[src/rtl/tbl_rsp_pkg.sv]
package tbl_rsp_pkg;
  localparam int unsigned HW         = 16;
  localparam int unsigned PER_REGION = 6;
  localparam int unsigned REQ_MIN_DW = 3;
  localparam logic [15:0] VENDOR_ID  = 16'h1E98;
  localparam logic [7:0]  OBJ_TYPE   = 8'h02;
  localparam logic [15:0] HDR_BYTES  = 16'd12;

  typedef enum logic [1:0] {
    KIND_RANGE = 2'd0,
    KIND_PERF  = 2'd1,
    KIND_MTYPE = 2'd2
  } kind_e;

  function automatic logic [15:0] entry_bytes(kind_e k);
    return (k == KIND_PERF) ? 16'd18 : 16'd24;
  endfunction

  function automatic logic [31:0] perf_unit(logic [1:0] sub);
    return sub[1] ? 32'd1000 : 32'd10000;
  endfunction

  function automatic logic [15:0] perf_value(logic [1:0] sub);
    case (sub)
      2'd0:    return 16'd15;
      2'd1:    return 16'd25;
      default: return 16'd16;
    endcase
  endfunction
endpackage

[src/rtl/tbl_handle_map.sv]
module tbl_handle_map
  import tbl_rsp_pkg::*;
(
  input  logic          vol_en_i,
  input  logic          pers_en_i,
  input  logic [HW-1:0] handle_i,
  output logic          hit_o,
  output logic          last_o,
  output kind_e         kind_o,
  output logic [1:0]    sub_o,
  output logic          second_o,
  output logic          pers_o
);
  logic [1:0]    n_reg;
  logic [HW-1:0] n_ent, off;

  always_comb begin
    n_reg    = {1'b0, vol_en_i} + {1'b0, pers_en_i};
    n_ent    = HW'(n_reg) * HW'(PER_REGION);
    hit_o    = handle_i < n_ent;
    last_o   = hit_o && (handle_i == n_ent - HW'(1));
    second_o = handle_i >= HW'(PER_REGION);
    off      = second_o ? handle_i - HW'(PER_REGION) : handle_i;
    pers_o   = second_o || !vol_en_i;
    sub_o    = 2'(off - HW'(1));
    if (off == '0)                     kind_o = KIND_RANGE;
    else if (off == HW'(PER_REGION-1)) kind_o = KIND_MTYPE;
    else                               kind_o = KIND_PERF;
  end
endmodule

[src/rtl/tbl_entry_gen.sv]
module tbl_entry_gen
  import tbl_rsp_pkg::*;
#(
  parameter int unsigned AW = 64,
  parameter int unsigned LW = 18
) (
  input  logic          vol_en_i,
  input  logic [AW-1:0] vol_size_i,
  input  logic [AW-1:0] pers_size_i,
  input  logic [HW-1:0] handle_i,
  input  logic          last_i,
  input  kind_e         kind_i,
  input  logic [1:0]    sub_i,
  input  logic          second_i,
  input  logic          pers_i,
  input  logic [LW-1:0] word_i,
  output logic [LW-1:0] rsp_len_o,
  output logic [31:0]   data_o
);
  logic [63:0]   base, size;
  logic [15:0]   ebytes, total;
  logic [HW-1:0] next;
  logic [7:0]    rgn;
  logic [2:0]    pw;
  logic [31:0]   pay;

  always_comb begin
    size      = pers_i ? 64'(pers_size_i) : 64'(vol_size_i);
    base      = (pers_i && vol_en_i) ? 64'(vol_size_i) : 64'd0;
    ebytes    = entry_bytes(kind_i);
    total     = HDR_BYTES + ebytes + 16'd3;
    rsp_len_o = LW'(total >> 2);
    next      = last_i ? '1 : handle_i + HW'(1);
    rgn       = {7'd0, second_i};
    pw        = 3'(word_i - LW'(3));
    pay       = '0;
    if (pw == 3'd0) begin
      pay = {ebytes, 8'h00, 6'd0, kind_i};
    end else begin
      case (kind_i)
        KIND_RANGE:
          case (pw)
            3'd1: pay = {23'd0, pers_i, rgn};
            3'd2: pay = base[31:0];
            3'd3: pay = base[63:32];
            3'd4: pay = size[31:0];
            3'd5: pay = size[63:32];
            default: pay = '0;
          endcase
        KIND_PERF:
          case (pw)
            3'd1: pay = {8'h00, 6'd0, sub_i, 8'h00, rgn};
            3'd2: pay = perf_unit(sub_i);
            3'd4: pay = {16'h0000, perf_value(sub_i)};
            default: pay = '0;
          endcase
        default:
          case (pw)
            3'd1: pay = {16'h0000, pers_i ? 8'd2 : 8'd1, rgn};
            3'd4: pay = size[31:0];
            3'd5: pay = size[63:32];
            default: pay = '0;
          endcase
      endcase
    end
    if (word_i == LW'(0))      data_o = {8'h00, OBJ_TYPE, VENDOR_ID};
    else if (word_i == LW'(1)) data_o = 32'(rsp_len_o);
    else if (word_i == LW'(2)) data_o = {next, 16'h0000};
    else                       data_o = pay;
  end
endmodule

[src/rtl/tbl_rsp_seq.sv]
module tbl_rsp_seq
  import tbl_rsp_pkg::*;
#(
  parameter int unsigned LW = 18
) (
  input  logic          clk_i,
  input  logic          rst_ni,
  input  logic          req_valid_i,
  input  logic [LW-1:0] req_len_i,
  input  logic [HW-1:0] req_handle_i,
  input  logic          hit_i,
  input  logic [LW-1:0] cur_len_i,
  output logic [HW-1:0] cur_handle_o,
  output logic          rsp_valid_o,
  output logic [LW-1:0] rsp_idx_o,
  output logic [LW-1:0] rsp_len_o,
  output logic          rsp_last_o,
  output logic          discard_o,
  output logic [LW-1:0] mbox_len_o
);
  logic          busy_q, disc_q, accept, ok;
  logic [HW-1:0] hdl_q;
  logic [LW-1:0] idx_q, len_q, cnt_q;

  assign accept       = req_valid_i && !busy_q;
  assign ok           = accept && hit_i && (req_len_i >= LW'(REQ_MIN_DW));
  assign cur_handle_o = busy_q ? hdl_q : req_handle_i;

  always_ff @(posedge clk_i or negedge rst_ni) begin
    if (!rst_ni) begin
      busy_q <= 1'b0;
      disc_q <= 1'b0;
      hdl_q  <= '0;
      idx_q  <= '0;
      len_q  <= '0;
      cnt_q  <= '0;
    end else begin
      disc_q <= accept && !ok;
      if (accept) cnt_q <= '0;
      if (ok) begin
        busy_q <= 1'b1;
        hdl_q  <= req_handle_i;
        idx_q  <= '0;
        len_q  <= cur_len_i;
      end
      if (busy_q) begin
        cnt_q <= cnt_q + LW'(1);
        idx_q <= idx_q + LW'(1);
        if (idx_q == len_q - LW'(1)) busy_q <= 1'b0;
      end
    end
  end

  assign rsp_valid_o = busy_q;
  assign rsp_idx_o   = idx_q;
  assign rsp_len_o   = len_q;
  assign rsp_last_o  = busy_q && (idx_q == len_q - LW'(1));
  assign discard_o   = disc_q;
  assign mbox_len_o  = cnt_q;
endmodule

[src/rtl/tbl_entry_responder.sv]
module tbl_entry_responder
  import tbl_rsp_pkg::*;
#(
  parameter int unsigned AW = 64,
  parameter int unsigned LW = 18
) (
  input  logic          clk_i,
  input  logic          rst_ni,
  input  logic          vol_en_i,
  input  logic          pers_en_i,
  input  logic [AW-1:0] vol_size_i,
  input  logic [AW-1:0] pers_size_i,
  input  logic          req_valid_i,
  input  logic [LW-1:0] req_len_i,
  input  logic [15:0]   req_handle_i,
  output logic          rsp_valid_o,
  output logic [LW-1:0] rsp_idx_o,
  output logic [31:0]   rsp_data_o,
  output logic [LW-1:0] rsp_len_o,
  output logic          rsp_last_o,
  output logic          discard_o,
  output logic [LW-1:0] mbox_len_o
);
  logic [HW-1:0] cur_handle;
  logic          hit, last, second, pers;
  kind_e         kind;
  logic [1:0]    sub;
  logic [LW-1:0] cur_len;

  tbl_handle_map u_map (
    .vol_en_i, .pers_en_i, .handle_i(cur_handle),
    .hit_o(hit), .last_o(last), .kind_o(kind), .sub_o(sub),
    .second_o(second), .pers_o(pers)
  );

  tbl_entry_gen #(.AW(AW), .LW(LW)) u_gen (
    .vol_en_i, .vol_size_i, .pers_size_i, .handle_i(cur_handle),
    .last_i(last), .kind_i(kind), .sub_i(sub), .second_i(second),
    .pers_i(pers), .word_i(rsp_idx_o), .rsp_len_o(cur_len),
    .data_o(rsp_data_o)
  );

  tbl_rsp_seq #(.LW(LW)) u_seq (
    .clk_i, .rst_ni, .req_valid_i, .req_len_i, .req_handle_i,
    .hit_i(hit), .cur_len_i(cur_len), .cur_handle_o(cur_handle),
    .rsp_valid_o, .rsp_idx_o, .rsp_len_o, .rsp_last_o,
    .discard_o, .mbox_len_o
  );
endmodule

[config.mk]
export PLATFORM = sky130hd
export DESIGN_NAME = tbl_entry_responder
export DESIGN_NICKNAME = d
export VERILOG_FILES = /design/src/rtl/tbl_rsp_pkg.sv /design/src/rtl/tbl_handle_map.sv /design/src/rtl/tbl_entry_gen.sv /design/src/rtl/tbl_rsp_seq.sv /design/src/rtl/tbl_entry_responder.sv
export SDC_FILE = /design/constraint.sdc
export NUM_CORES = 1
export LEC_CHECK = 0
export CAP_MARGIN = 20
export CORE_MARGIN = 2
export CORE_UTILIZATION = 25
export CTS_BUF_LIST = sky130_fd_sc_hd__clkbuf_16
export DETAILED_ROUTE_END_ITERATION = 6
export DONT_BUFFER_PORTS = 1
export PLACE_DENSITY_LB_ADDON = 0.3
export SLEW_MARGIN = 20
export SYNTH_ARGS = -nofsm -noshare
export SYNTH_HDL_FRONTEND = slang
export SYNTH_SLANG_ARGS = --single-unit
[constraint.sdc]
create_clock -name clk_i -period 7.35 [get_ports clk_i]
set_input_delay 1.1025 -clock clk_i [delete_from_list [all_inputs] [get_ports clk_i]]
set_output_delay 1.1025 -clock clk_i [all_outputs]
set_load 0.02 [all_outputs]
Yosys cells after proc, flatten, opt, wreduce, memory -nomap -nowiden
Index checks and enable logic that the tools add are counted.
Widths: inputs -> output; s select.
{"block": "word_totals", "register_bits": 68}
{"block": "classes", "add_sub_neg": 11, "multipliers": 1, "magnitude_cmp": 3, "eq_ne": 12, "mux": 26, "reduce_logical": 18}
{"operator": "$pmux 32 s3", "count": 2}
{"operator": "$pmux 32 s5", "count": 1}
{"operator": "$mux 32", "count": 4}
{"operator": "$mux 64", "count": 2}
{"operator": "$mux 18", "count": 4}
{"operator": "$pmux 32 s2", "count": 1}
{"operator": "$mux 16", "count": 3}
{"operator": "$add 18x1->18 const B", "count": 2}
{"operator": "$eq 18x1->1 const B", "count": 1}
{"operator": "$eq 18x18->1", "count": 1}
{"operator": "$eq 18x2->1 const B", "count": 1}
{"operator": "$ge 18x2->1 const B", "count": 1}
{"operator": "$logic_not 18->1", "count": 1}
{"operator": "$add 16x1->16 const B", "count": 1}
{"operator": "$add 16x2->16 const B", "count": 1}
{"operator": "$add 4x16->16 const A", "count": 1}
{"operator": "$eq 16x16->1", "count": 1}
{"operator": "$eq 16x3->1 const B", "count": 1}
{"operator": "$ge 16x3->1 const B", "count": 1}
{"operator": "$logic_not 16->1", "count": 1}
{"operator": "$lt 16x5->1", "count": 1}
{"operator": "$sub 16x3->16 const B", "count": 1}
{"operator": "$sub 14x1->15 const B", "count": 1}
{"operator": "$mux 14", "count": 1}
{"operator": "other kinds (19)", "count": 36}

Logic depth before layout (Yosys ltp)
{"block": "logic_depth", "depth_word": 12, "depth_mapped": 18, "depth_no_buf": 14}

Modules after synthesis
A second synthesis with hierarchy kept.
{"block": "hier_totals", "cells_unflattened": 879, "area_unflattened_um2": 7460.9}
{"module": "tbl_rsp_seq", "n_inst": 1, "cells_per_inst": 370, "area_per_inst_um2": 3881.2, "seq_area_each_um2": 1801.7}
{"module": "tbl_entry_gen", "n_inst": 1, "cells_per_inst": 435, "area_per_inst_um2": 2994.1, "seq_area_each_um2": 0.0}
{"module": "tbl_handle_map", "n_inst": 1, "cells_per_inst": 74, "area_per_inst_um2": 585.6, "seq_area_each_um2": 0.0}

Worst setup path before layout
Ideal clock, no wire load.
{"block": "synth_timing", "kind": "input port to output port", "startpoint": "input port req_handle_i[2]", "endpoint": "output port rsp_data_o[3]", "t_arrival_ps": 4048, "t_required_ps": 6247, "setup_slack_ps": 2199, "stages": 13, "path_buffers": 0, "cell_sequence": "mux2_2 > ha_1 > o2bb2ai_1 > nor2_1 > nand2_1 > xnor2_1 > ha_1 > inv_1 > nor3_1 > nor2_1 > nor2_1 > nor3b_1 > o31ai_1"}
{"block": "synth_via", "elab_chain_len": 12, "elab_cells_between_ends": 30, "cone_classes": "add/sub (4); order compare (1); eq/ne (3); mux (17); reduce/logical (5)"}
{"element": "start: declaration", "line_no": "tbl_entry_responder.sv:15", "source": "input logic [15:0] req_handle_i,"}
{"element": "$mux 16 *", "line_no": "tbl_rsp_seq.sv:27", "source": "assign cur_handle_o = busy_q ? hdl_q : req_handle_i;"}
{"element": "$sub 16x3->16 / $ge 16x3->1 (equally long branches)", "line_no": "tbl_handle_map.sv:23, tbl_handle_map.sv:22"}
{"element": "$mux 16", "line_no": "tbl_handle_map.sv:23", "source": "off = second_o ? handle_i - HW'(PER_REGION) : handle_i;"}
{"element": "$eq 16x3->1 / $sub 2x1->2 (equally long branches)", "line_no": "tbl_handle_map.sv:27, tbl_handle_map.sv:25"}
{"element": "$mux 2, or another cell as far along", "line_no": "tbl_handle_map.sv:27", "source": "else if (off == HW'(PER_REGION-1)) kind_o = KIND_MTYPE;"}
{"element": "$mux 2 / $pmux 5 s2 (equally long branches)", "line_no": "tbl_handle_map.sv:26, tbl_rsp_pkg.sv:24"}
{"element": "$eq 2x1->1, or another cell as far along", "line_no": "tbl_rsp_pkg.sv:16, tbl_entry_gen.sv:40"}
{"element": "$mux 4 / $pmux 32 s2 (equally long branches)", "line_no": "tbl_rsp_pkg.sv:16, tbl_entry_gen.sv:40"}
{"element": "$add 4x16->16 / $mux 32 (equally long branches)", "line_no": "tbl_entry_gen.sv:31, tbl_entry_gen.sv:37"}
{"element": "$add 16x2->16 / $mux 32 (equally long branches)", "line_no": "tbl_entry_gen.sv:31, tbl_entry_gen.sv:68"}
{"element": "$mux 32 *", "line_no": "tbl_entry_gen.sv:67", "source": "else if (word_i == LW'(1)) data_o = 32'(rsp_len_o);"}
{"element": "$mux 32 *", "line_no": "tbl_entry_gen.sv:66", "source": "if (word_i == LW'(0)) data_o = {8'h00, OBJ_TYPE, VENDOR_ID};"}
{"element": "end: declaration", "line_no": "tbl_entry_responder.sv:18", "source": "output logic [31:0] rsp_data_o,"}
Every way passes the cells marked *; elsewhere a longest branch is shown, timed or not.

Worst setup path after layout
{"block": "layout_timing", "startpoint": "register u_seq.busy_q, in the netlist u_seq.rsp_valid_o", "endpoint": "output port rsp_data_o[27]"}
{"block": "layout_via", "elab_chain_len": 12, "elab_cells_between_ends": 26, "cone_classes": "add/sub (2); order compare (2); eq/ne (3); mux (14); reduce/logical (5)"}
{"element": "start: declaration", "line_no": "tbl_rsp_seq.sv:21", "source": "logic busy_q, disc_q, accept, ok;"}
{"element": "start signal: assignment", "line_no": "tbl_rsp_seq.sv:31", "source": "busy_q <= 1'b0;"}
{"element": "start signal: assignment", "line_no": "tbl_rsp_seq.sv:41", "source": "busy_q <= 1'b1;"}
{"element": "start signal: assignment", "line_no": "tbl_rsp_seq.sv:49", "source": "if (idx_q == len_q - LW'(1)) busy_q <= 1'b0;"}
{"element": "$mux 16 *", "line_no": "tbl_rsp_seq.sv:27"}
{"element": "$sub 16x3->16 / $ge 16x3->1 (equally long branches)", "line_no": "tbl_handle_map.sv:23, tbl_handle_map.sv:22"}
{"element": "$mux 16", "line_no": "tbl_handle_map.sv:23"}
{"element": "$eq 16x3->1", "line_no": "tbl_handle_map.sv:27"}
{"element": "$mux 2", "line_no": "tbl_handle_map.sv:27"}
{"element": "$mux 2", "line_no": "tbl_handle_map.sv:26", "source": "if (off == '0) kind_o = KIND_RANGE;"}
{"element": "$eq 2x1->1 / $logic_not 2->1 (equally long branches)", "line_no": "tbl_entry_gen.sv:40", "source": "case (kind_i)"}
{"element": "$pmux 32 s2", "line_no": "tbl_entry_gen.sv:40"}
{"element": "$mux 32", "line_no": "tbl_entry_gen.sv:37", "source": "if (pw == 3'd0) begin"}
{"element": "$mux 32 *", "line_no": "tbl_entry_gen.sv:68", "source": "else if (word_i == LW'(2)) data_o = {next, 16'h0000};"}
{"element": "$mux 32 *", "line_no": "tbl_entry_gen.sv:67"}
{"element": "$mux 32 *", "line_no": "tbl_entry_gen.sv:66"}
Marks and branches as above.

==> metrics.csv <==
stage;metric;value;unit
logic_synthesis;synth_area;0.006265;sq mm
logic_synthesis;synth_seq_area_share;22.37;%
sta;final_hold_viol_count;0;
pwr;power;0.7565;mW
cts;cts_buffers;5;
sta;final.setup.tns;0;ps
setup_path;cp_max_fo;35;
setup_path;cp.required;6250;ps
flow_run;drv_cap;0;
setup_path;worstSetupPathType;flip-flop to output port;
setup_path;worst-endpoint-arrival;5160;ps
floorplan;die_area;0.02634;sq mm
setup_path;rrSetupSlack;3140;ps
drt;drt_iter0_drc;514;
sta;rsz0062_at_grt;false;
cells_and_area;area_delta_synth_final;6.131;%
floorplan;die_w;162.3;microns
drt;finalWirelength;24.63;mm
drt;viasPerCell;5.674;
drt;wl_per_cell;22.35;microns
global_route;antenna_found_initial;0;
logic_synthesis;async_flop_share;100.0;%
drt;drc;0;
logic_synthesis;synth_area_per_cell;7.773;sq um
logic_synthesis;synth_seq_cells;56;
hold_path;hp-class;input pin to async pin;
global_route;grt_pass1_wl;36.20;mm
status;status;finished, final reports clean;
sta;slew_headroom;39.66;%
drt;met2_length;11.79;mm
cells_and_area;post-route-util;27.18;%
setup_path;rr_startpoint;u_seq.rsp_valid_o$_DFF_PN0_;
global_route;grt_max_degree;57;
global_route;track_usage;17.61;%
floorplan;core_area;0.02446;sq mm
sta;hold_slack;491.5;ps
global_route;overflow;0;
drt;via_count;6253;
logic_synthesis;netlist_instances;806;
setup_path;crit_path_start_kind;flip-flop;
placement;io_buffers;0;
sta;max_freq;159.6;MHz
sta;skew;11.54;ps
cts;cts_hold_buf;0;
floorplan;die_h;162.3;microns
cts;root_buffer;clkbuf_16;
cts;cts_setup_buffers;0;
setup_path;reg2reg_depth;13;
cts;cts.sinks;56;
logic_synthesis;synth_edf_count;0;
logic_synthesis;yosysWarnings;0;
cells_and_area;drive_gt1_share;7.326;%
sta;setup_viol;0;
pwr;clkPwrFrac;37.6;%
logic_synthesis;synth.distinct_cells;73;
pwr;powerDensity;113.8;mW/mm^2
logic_synthesis;synth_ff_type;dfrtp_1;
cts;clk_latency;300;ps
floorplan;start_util;25.61;%
cts;cts_tree;built;
pwr;swShare;30.69;%
drt;drtAntennaViolNets;0;
pwr;leakagePower;2.377;nW
cts;ctsHtreeMaxLevel;2;
sta;post-route-period-util;85.24;%
sta;min_period;6265;ps
cells_and_area;nets;964;
setup_path;worstReg2RegEnd;u_seq.rsp_len_o[0]$_DFFE_PN0P_;
floorplan;row_count;57;
setup_path;end_kind;output port;
cells_and_area;fill_cells;2676;
cells_and_area;diodes;0;
placement;gp_congestion;0.8930;
floorplan;ios;256;
placement;place_hpwl;19.11;mm
cts;cts_resized;0;
pwr;combPwrFrac;20.5;%
drt;firstDrtPassIters;5;
drt;met3_length;2.308;mm
drt;met1_length;10.05;mm
sta;final-max-slew-violation-count;0;
pwr;pwr-share-seq;41.9;%
sta;worstMarginPinSlew;897.4;ps
global_route;grt_pass1_vias;6042;
pwr;p_sw;0.2321;mW
pwr;peakVddDrop;0.08773;mV
pwr;intPower;0.5243;mW
cts;cts_buffer_depth;2;
drt;routed.top_layer;met4;
cts;path_clk_slew;80;ps
[worst max path at each step]
stage | start | end | slack (ps) | depth (start not counted)
3_5_place_dp | req_handle_i[1] | rsp_data_o[4] | 1460 | 14
3_3_place_gp | req_handle_i[1] | rsp_data_o[27] | 1560 | 10
5_1_grt | u_seq.rsp_valid_o$_DFF_PN0_ | rsp_data_o[3] | 680 | 14
4_1_cts | u_seq.rsp_valid_o$_DFF_PN0_ | rsp_data_o[4] | 1130 | 14
2_1_floorplan | req_handle_i[2] | rsp_data_o[3] | 2200 | 13
6_report | u_seq.rsp_valid_o$_DFF_PN0_ | rsp_data_o[27] | 1090 | 11
[cell usage in the layout, fill, tap and decap left out, types with 4 or more instances in the layout]
master / synthesis / layout
a211oi_1: 10 / 10
a21oi_1: 46 / 46
a221oi_1: 4 / 4
a22o_1: 24 / 24
a22oi_1: 10 / 10
and2_1: 17 / 18
and3_1: 14 / 14
buf_4: 21 / 12
clkbuf_16: 0 / 5
conb_1: 1 / 16
dfrtp_1: 56 / 55
ha_1: 20 / 20
inv_1: 13 / 13
mux2_2: 12 / 12
mux2i_1: 63 / 63
nand2_1: 117 / 117
nand3_1: 41 / 41
nand4_1: 12 / 12
nor2_1: 48 / 48
nor3_1: 13 / 12
nor4_1: 10 / 10
o211ai_1: 9 / 9
o21ai_0: 61 / 61
o21ai_1: 4 / 4
o221ai_1: 11 / 11
o22ai_1: 15 / 15
o31ai_1: 9 / 9
or4_1: 5 / 5
xnor2_1: 22 / 22
xor2_1: 8 / 8
[kinds of logic (layout without fill, tap and decap cells)]
kind of cell	count (synthesis)	count (layout)	share of synthesized area, %
AOI/OAI and AO/OA	241	241	26.10
adders and majority gates	20	20	3.994
muxes	75	75	12.22
other	1	16	0.05986
DFF	56	56	22.37
and+or+nand+nor	307	307	24.75
xor gates and xnor gates	30	30	4.194
buffers and inverters	76	33	6.311
[through the flow]
step	area [sq um]	worst slack (ps)	std cells
CTS	6649	1129	1102
global route	6649	680.9	1102
global placement	6476	1561	1094
floorplan	6321	2199	821
detailed placement	6476	1459	1094
finish	6649	1085	1102
[critical path, stage by stage, from the launching register on]
cell and delay [ps]:
dfrtp_2 940, mux2i_1 360, inv_1 150, ha_1 320
o21bai_1 280, a2111oi_0 480, o211ai_1 220, nor4_4 210
nand3_2 380, nor3_4 690, a21oi_1 140, a211oi_1 690
[cell usage after synthesis (4+ instances only)]
| master | number | area, sq um |
|---|---|---|
| nand2_1 | 117 | 439.2 |
| mux2i_1 | 63 | 630.6 |
| o21ai_0 | 61 | 305.3 |
| dfrtp_1 | 56 | 1401 |
| nor2_1 | 48 | 180.2 |
| a21oi_1 | 46 | 230.2 |
| nand3_1 | 41 | 205.2 |
| clkbuf_1 | 32 | 120.1 |
| a22o_1 | 24 | 210.2 |
| xnor2_1 | 22 | 192.7 |
| buf_4 | 21 | 157.7 |
| ha_1 | 20 | 250.2 |
| and2_1 | 17 | 106.4 |
| o22ai_1 | 15 | 93.84 |
| and3_1 | 14 | 87.58 |
| inv_1 | 13 | 48.80 |
| nor3_1 | 13 | 65.06 |
| mux2_2 | 12 | 135.1 |
| nand4_1 | 12 | 75.07 |
| o221ai_1 | 11 | 96.34 |
| a211oi_1 | 10 | 75.07 |
| a22oi_1 | 10 | 75.07 |
| nor4_1 | 10 | 62.56 |
| o211ai_1 | 9 | 67.56 |
| o31ai_1 | 9 | 67.56 |
| xor2_1 | 8 | 70.07 |
| buf_2 | 7 | 35.03 |
| or4_1 | 5 | 37.54 |
| a221oi_1 | 4 | 35.03 |
| o21ai_1 | 4 | 20.02 |
[state kept, by name, summed over array words and instances (netlist names)]
signal,flops
u_seq.rsp_len_o,2
u_seq.discard_o,1
u_seq.rsp_valid_o,1
u_seq.rsp_idx_o,18
u_seq.mbox_len_o,18
u_seq.hdl_q,16
[per-layer routing]
metal / vias to the layer above / track usage, %
li1: 2926 / -
met1: 2955 / 21.82
met2: 339 / 30.56
met3: 33 / 4.648
met4: 0 / 4.023
met5: - / 0
[final cells by class]
type	count	area, sq um	share of cell area [%]
clock inverters	3	47.55	0.7151
clock buffers	5	125.1	1.882
multi-input cells	689	4529	68.12
repair buffers	12	90.09	1.355
flip-flops and latches	56	1403	21.10
well taps	324	405.4	6.097
inverters	13	48.80	0.7339
[power by group through the flow]
stage / registers, mW / clock network, mW / logic, mW
6_report: 0.317 / 0.284 / 0.155
5_1_grt: 0.318 / 0.308 / 0.169
4_1_cts: 0.317 / 0.295 / 0.153
3_5_place_dp: 0.323 / 0 / 0.153
3_3_place_gp: 0.323 / 0 / 0.153
2_1_floorplan: 0.320 / 0 / 0.123
Note: power is estimated with default switching activity, not from simulation.
